## config.mk

```make
export PLATFORM = sky130hd
export DESIGN_NAME = pgood_reset_gen
export DESIGN_NICKNAME = d
export VERILOG_FILES = /design/src/rtl/pg_reset_pkg.sv /design/src/rtl/pg_rail_select.sv /design/src/rtl/pg_tick_timer.sv /design/src/rtl/pgood_reset_gen.sv
export SDC_FILE = /design/constraint.sdc
export NUM_CORES = 1
export LEC_CHECK = 0
export BUFFER_PORTS_ARGS = -buffer_cell sky130_fd_sc_hd__buf_2
export CAP_MARGIN = 5
export CORE_MARGIN = 2
export CORE_UTILIZATION = 56
export CTS_CLUSTER_SIZE = 40
export DETAILED_ROUTE_END_ITERATION = 16
export GPL_TIMING_DRIVEN = 0
export PLACE_DENSITY_LB_ADDON = 0.08
export SYNTH_ARGS = -nofsm -noshare
export SYNTH_HDL_FRONTEND = slang
export SYNTH_SLANG_ARGS = --single-unit
```

## constraint.sdc

```tcl
create_clock -name clk -period 2 [get_ports clk]
set_clock_uncertainty 0.15 [all_clocks]
set_input_delay 0.1 -clock clk [delete_from_list [all_inputs] [get_ports clk]]
set_output_delay 0.1 -clock clk [all_outputs]
set_load 0.02 [all_outputs]
```

## src/rtl/pg_reset_pkg.sv

```systemverilog
package pg_reset_pkg;

    typedef struct packed {
        logic released;
        logic running;
    } pg_state_t;

endpackage

```

## src/rtl/pg_rail_select.sv

```systemverilog
module pg_rail_select (
    input  logic enable,
    input  logic indep_mode,
    input  logic rail3_ok,
    input  logic rail5_ok,
    output logic mon_ok
);

    logic need5;

    always_comb begin
        // the 5 V flag only counts when not in independent mode
        need5  = ~indep_mode;
        mon_ok = enable & rail3_ok & (rail5_ok | ~need5);
    end

endmodule

```

## src/rtl/pg_tick_timer.sv

```systemverilog
module pg_tick_timer #(
    parameter int TICKS = 32000
) (
    input  logic clk,
    input  logic rst_n,
    input  logic clear,
    input  logic tick,
    output logic expire
);

    localparam int W = (TICKS > 2) ? $clog2(TICKS) : 1;
    localparam logic [W-1:0] LAST = W'(TICKS - 1);

    logic [W-1:0] cnt_d, cnt_q;

    always_comb begin
        cnt_d  = cnt_q;
        expire = 1'b0;
        if (clear) begin
            cnt_d = '0;
        end else if (tick) begin
            if (cnt_q == LAST) begin
                cnt_d  = '0;
                expire = 1'b1;
            end else begin
                cnt_d = cnt_q + 1'b1;
            end
        end
    end

    always_ff @(posedge clk or negedge rst_n) begin
        if (!rst_n) cnt_q <= '0;
        else        cnt_q <= cnt_d;
    end

    // the count never goes past the terminal value
    p_no_overflow_r3: assert property (@(posedge clk) disable iff (!rst_n)
        cnt_q <= LAST);

    // a clear request empties the count on the next edge
    p_clear_empties_r7: assert property (@(posedge clk) disable iff (!rst_n)
        clear |=> (cnt_q == '0));

    // without a tick, the count holds
    p_hold_no_tick_r3: assert property (@(posedge clk) disable iff (!rst_n)
        (!tick && !clear) |=> $stable(cnt_q));

endmodule

```

## src/rtl/pgood_reset_gen.sv

```systemverilog
module pgood_reset_gen #(
    parameter int TIMEOUT_TICKS = 32000
) (
    input  logic clk,
    input  logic rst_n,
    input  logic enable,
    input  logic indep_mode,
    input  logic rail3_ok,
    input  logic rail5_ok,
    input  logic tick,
    output logic rst_out_n,
    output logic busy
);
    import pg_reset_pkg::*;

    logic      mon_ok;
    logic      expire;
    logic      timer_clear;
    pg_state_t st_d, st_q;

    pg_rail_select u_sel (
        .enable     (enable),
        .indep_mode (indep_mode),
        .rail3_ok   (rail3_ok),
        .rail5_ok   (rail5_ok),
        .mon_ok     (mon_ok)
    );

    assign timer_clear = ~mon_ok | st_q.released;

    pg_tick_timer #(.TICKS(TIMEOUT_TICKS)) u_timer (
        .clk    (clk),
        .rst_n  (rst_n),
        .clear  (timer_clear),
        .tick   (tick),
        .expire (expire)
    );

    always_comb begin
        st_d          = st_q;
        st_d.released = mon_ok & (st_q.released | expire);
        st_d.running  = mon_ok & ~st_d.released;
    end

    always_ff @(posedge clk or negedge rst_n) begin
        if (!rst_n) st_q <= '0;
        else        st_q <= st_d;
    end

    assign rst_out_n = st_q.released;
    assign busy      = st_q.running;

    // disable forces reset low and stops the count
    p_disable_low_r9: assert property (@(posedge clk) disable iff (!rst_n)
        !enable |=> (!rst_out_n && !busy));

    // in normal mode a missing 5 V flag holds reset
    p_need_rail5_r6: assert property (@(posedge clk) disable iff (!rst_n)
        (!indep_mode && !rail5_ok) |=> !rst_out_n);

    // a missing 3.3 V flag always holds reset
    p_need_rail3_r2: assert property (@(posedge clk) disable iff (!rst_n)
        !rail3_ok |=> (!rst_out_n && !busy));

    // release only follows a tick sampled while counting
    p_release_on_tick_r4: assert property (@(posedge clk) disable iff (!rst_n)
        $rose(rst_out_n) |-> ($past(tick) && $past(busy)));

    // counting and released never coexist
    p_busy_excl_r4: assert property (@(posedge clk) disable iff (!rst_n)
        !(busy && rst_out_n));

endmodule

```

Word level (Yosys, flattened, before mapping)

Cells that the tools add are included.

Register bits: 17
Word-level logic and storage cells: 21

$add $sub $neg: 1
Equality and inequality tests: 1
Mux-type cells: 6
Bitwise gates (word level): 9
Reduce and logical (&&, ||, !) cells: 1

Operators by type and width:

| kind                                                            | number |
|---|---|
| 15-bit 2-to-1 mux                                               | 3 |
| 15-bit by 1-bit adder with 15-bit output, second input constant | 1 |
| 15-bit equality test, second input constant                     | 1 |
| 1-bit bitwise AND                                               | 4 |
| 1-bit 2-to-1 mux                                                | 3 |
| 1-bit bitwise OR                                                | 3 |
| 1-bit NOT                                                       | 2 |
| 2-bit nonzero test                                              | 1 |

Depth between registers and ports, before layout

Word-level depth: 9
Gate-level depth with buffers: 6
Gate-level depth less buffers: 5

By module

From an unflattened synthesis, not the netlist that was laid out.

Cell total of the unflattened synthesis: 95
Area total of the unflattened synthesis: 893.4 sq um

Modules (own cells, without submodules):

| module          | times used | cells an instance | area an instance (sq um) | sequential area each (sq um) |
|---|---|---|---|---|
| pg_tick_timer   | 1          | 89                | 807.0                    | 375.4 |
| pgood_reset_gen | 1          | 5                 | 76.3                     | 50.0 |
| pg_rail_select  | 1          | 1                 | 10.0                     | 0.0 |

Least setup slack after synthesis

OpenSTA, ideal clock, no wires.

Path type: reg2reg
Start point: reg u_timer.cnt_q[0]
End point: reg u_timer.cnt_q[10]
Library setup time: 0.077 ns
Data arrival time: 1.603 ns
Setup slack: 0.170 ns
Cell stages (with the launch flop): 7
Buffers on the path: 1
Period minus slack after synthesis: 1.830 ns
Path through: dfrtp_1 -> ha_1 -> nand3_1 -> or2_0 -> clkbuf_2 -> or4_1 -> a21oi_1

Cells in the longest elaborated chain, start to end: 4
Elaborated cells on any way between the ends: 5

RTL lines:

| item                                                                             | line                                     | RTL |
|---|---|---|
| from (decl)                                                                      | pg_tick_timer.sv:14                      | `logic [W-1:0] cnt_d, cnt_q;` |
| from (signal assigned)                                                           | pg_tick_timer.sv:33                      | `else cnt_q <= cnt_d;` |
| 15-bit by 1-bit adder with 15-bit output or 15-bit equality test (tied branches) | pg_tick_timer.sv:26, pg_tick_timer.sv:22 |  |
| 15-bit 2-to-1 mux (*)                                                            | pg_tick_timer.sv:22                      | `if (cnt_q == LAST) begin` |
| 15-bit 2-to-1 mux (*)                                                            | pg_tick_timer.sv:21                      | `end else if (tick) begin` |
| 15-bit 2-to-1 mux (*)                                                            | pg_tick_timer.sv:19                      | `if (clear) begin` |

Every way passes the cells marked *; elsewhere a longest branch is shown, timed or not. The select of a mux whose other input is x is not followed.
A chain may end at the register's enable or synchronous reset.

Worst setup path in the final report

Start point: reg u_timer.cnt_q[1]
End point: reg u_timer.cnt_q[10]

Same word-level chain as after synthesis.

==> flow_metrics.env <==
export IMPL_via_count=817
export IMPL_period_share_pct=97.1
export IMPL_tightest_slew_ns=0.955
export IMPL_synth_compound_area_share_pct=16.2
export IMPL_maxCapViolations=0
export IMPL_synth_top_family_by_area="simple AND/OR/NAND/NOR gates"
export IMPL_dieArea_sq_um=2010
export IMPL_hold_depth=3
export IMPL_drt_total_wl_um=1980
export IMPL_cts_root_buf="clkbuf_4"
export IMPL_end_kind="flop"
export IMPL_path_cells="ha_4, nand3_1, or2_0, buf_4, or4_1, a21oi_2"
export IMPL_ant_nets=0
export IMPL_multi_input_comb_area_sq_um=488
export IMPL_cts_tree="done"
export IMPL_grt_antenna_before_repair=0
export IMPL_path_depth=6
export IMPL_synth_xor_area_share_pct=2.82
export IMPL_status="completed"
export IMPL_syn_inst=97
export IMPL_syn_to_final_growth_pct=16.6
export IMPL_grt_usage_pct=23.5
export IMPL_synth_distinct_cells=32
export IMPL_critical_path_class="reg -> reg"
export IMPL_clk_latency_ns=0.30
export IMPL_numClockSinks=17
export IMPL_rr_worst_depth=6
export IMPL_drtPass1Iterations=4
export IMPL_rows=14
export IMPL_syn_avg_cell_area_sq_um=9.61
export IMPL_fill_cells=127
export IMPL_regArea_sq_um=425
export IMPL_yosys_warnings=0
export IMPL_synth_seq_area_share_pct=45.6
export IMPL_peakVddDrop_mv=0.507
export IMPL_cpMaxStageDelayCell="or4_1"
export IMPL_power_density_nw_per_um2=533
export IMPL_p_leak_uw=0.000419
export IMPL_io_buffers=7
export IMPL_worst_ep_required_time_ns=2.08
export IMPL_path_delay_family="simple AND/OR/NAND/NOR gates"
export IMPL_crit_arrival_ns=2.02
export IMPL_hpwl_um=1300
export IMPL_fin_crit_ns=1.94
export IMPL_drc=0
export IMPL_wl_per_cell_um=15.3
export IMPL_first_global_vias=747
export IMPL_setup_viol=0
export IMPL_first_iter_violations=23
export IMPL_gr_total_overflow=0
export IMPL_synth_area_sq_um=932
export IMPL_finalInstanceArea_sq_um=1090
export IMPL_num_io_pins=9
export IMPL_die_w_um=44.8
export IMPL_post_synth_mux_area_share_pct=0
export IMPL_initial_core_util_pct=60.5
export IMPL_fmax_mhz=515
export IMPL_cpPeakStageDelay_ns=0.52
export IMPL_yosys_area_share_simple_pct=29.0
export IMPL_viasPerCell=6.33
export IMPL_drive_gt1_share_pct=26.5
export IMPL_synthesis_nets=105
export IMPL_h_tree_depth=1
export IMPL_grt_first_pass_wirelength_um=3370
export IMPL_synth_seq_cells=17
export IMPL_cts_buffer_depth=2
export IMPL_grt_max_degree=18
export IMPL_cts_made_buffers=3
export IMPL_worstPathMaxFanout=8
export IMPL_worst_setup_path_start_kind="flop"
export IMPL_gp_congestion=0.761
export IMPL_diodes=0
export IMPL_crit_buf_inv=1
export IMPL_final_max_slew_viol_count=0
export IMPL_relSlewSlack_pct=35.9
export IMPL_finish_net_count=122
export IMPL_hold_class="in -> reg"
export IMPL_setup_tns_ns=0
export IMPL_placed_cell_area_sq_um=987
export IMPL_design_core_area_sq_um=1540
export IMPL_chipHeight_um=44.8
export IMPL_synthAdderAreaFrac_pct=1.34
export IMPL_clkTransAtPathRegs_ns=0.11
export IMPL_hold_viol=0
-- final timing paths --
check / slack, ns / end / from
worst max-delay path: 0.06 / u_timer.cnt_q[10] / u_timer.cnt_q[1]
worst min-delay path: 0.02 / rst_out_n / enable
worst max register to register: 0.06 / u_timer.cnt_q[10] / u_timer.cnt_q[1]
worst min register to register: 0.42 / u_timer.cnt_q[13] / u_timer.cnt_q[13]
max in group asynchronous: 1.33 / u_timer.cnt_q[2] / rst_n
min in group asynchronous: 0.09 / busy / rst_n
-- cell usage in the layout (no fill, tap or decap), drive strengths merged, types with 4 or more instances in the layout --
| cell | synthesis | routed |
|---|---|---|
| nand2 | 4 | 4 |
| nand3 | 4 | 4 |
| dfrtp | 17 | 17 |
| nor2 | 6 | 6 |
| buf | 2 | 13 |
| inv | 4 | 4 |
| or4 | 7 | 7 |
| a21oi | 12 | 12 |
| clkbuf | 2 | 4 |
| or2 | 5 | 5 |
| o31ai | 8 | 8 |
-- tightest hold or removal path, delay by kind of cell --
family                 cells  cell delay (ns)
AO/OA/AOI/OAI              1             0.17
buffers and inverters      1             0.09
AND/OR/NAND/NOR            1             0.08
-- what timing repair did --
item / 4_1_cts / 5_1_grt
setup buffers: 1 / 2
endpoints found under the setup margin: 2 / 4
endpoints found under the hold margin: 19 / 0
hold buffers: 2 / 0
gates resized for setup: 1 / 7
pin swaps: 0 / 3
-- where the power goes --
| group | switching, uW | internal, uW | leakage [uW] |
|---|---|---|---|
| Clock | 118 | 74.6 | 0.0000177 |
| Sequential | 1.22 | 345 | 0.000236 |
| Combinational | 23.9 | 16.1 | 0.000165 |
-- cells in the mapped netlist (all sizes together) --
cell type,count,area share (%)
nand4b,1,0.94
inv,4,1.6
o41ai,1,0.94
o211ai,1,0.81
o21ai,3,1.6
nand4bb,1,1.2
a21oi,12,6.4
nand4,3,2.7
nor3,1,0.54
nand3,4,2.1
buf,2,2.4
or3,3,2.3
o31ai,8,6.4
or4b,1,1.1
nand2,4,1.6
or4,7,5.8
clkbuf,2,0.94
dfrtp,17,46
nand3b,1,0.81
nor4,1,0.67
nand2b,3,2.0
ha,1,1.3
or2,5,3.4
and3,2,1.5
xor2,3,2.8
nor2,6,2.4
-- state kept, by name, summed over array words and instances (netlist names) --
signal and count:
u_timer.cnt_q 15, busy 1, rst_out_n 1
-- layout make-up --
class                           count  area share (%)
Buffer                              4            3.11
Clock buffer                        3            2.07
Clock inverter                      1           0.460
Inverter                            4            1.38
Multi-Input combinational cell     72            44.9
Sequential cell                    17            39.1
Tap cell                           16            1.84
Timing Repair Buffer               12            7.13
-- cell families after synthesis --
kind of cell    count (synthesis)
buf+inv                         8
fa+ha+maj                       1
flops                          17
xor+xnor                        3
simple gates                   43
compound gates                 25
-- stage by stage --
step           setup WS, ns  hold slack [ns]  power, uW  utilization [%]  std cells
2_1_floorplan         0.170           -0.346        371                -         97
3_3_place_gp         0.0458           -0.112        387             64.0        120
3_5_place_dp       -0.00186           -0.105        388             64.0        120
4_1_cts             0.00896           0.0184        581             67.8        127
5_1_grt            -0.00606           0.0434        601             70.5        129
6_report             0.0577           0.0222        579             70.5        129
-- layer usage --
layer | vias up | part of all wire, % | track usage (%)
li1 | 397 | - | -
met3 | 4 | 3.3 | 3.60
met2 | 19 | 50 | 40.0
met4 | 0 | 1.8 | 10.6
met5 | - | 0 | 0
met1 | 397 | 45 | 29.4
No activity file was read; power rests on OpenSTA's default activity.
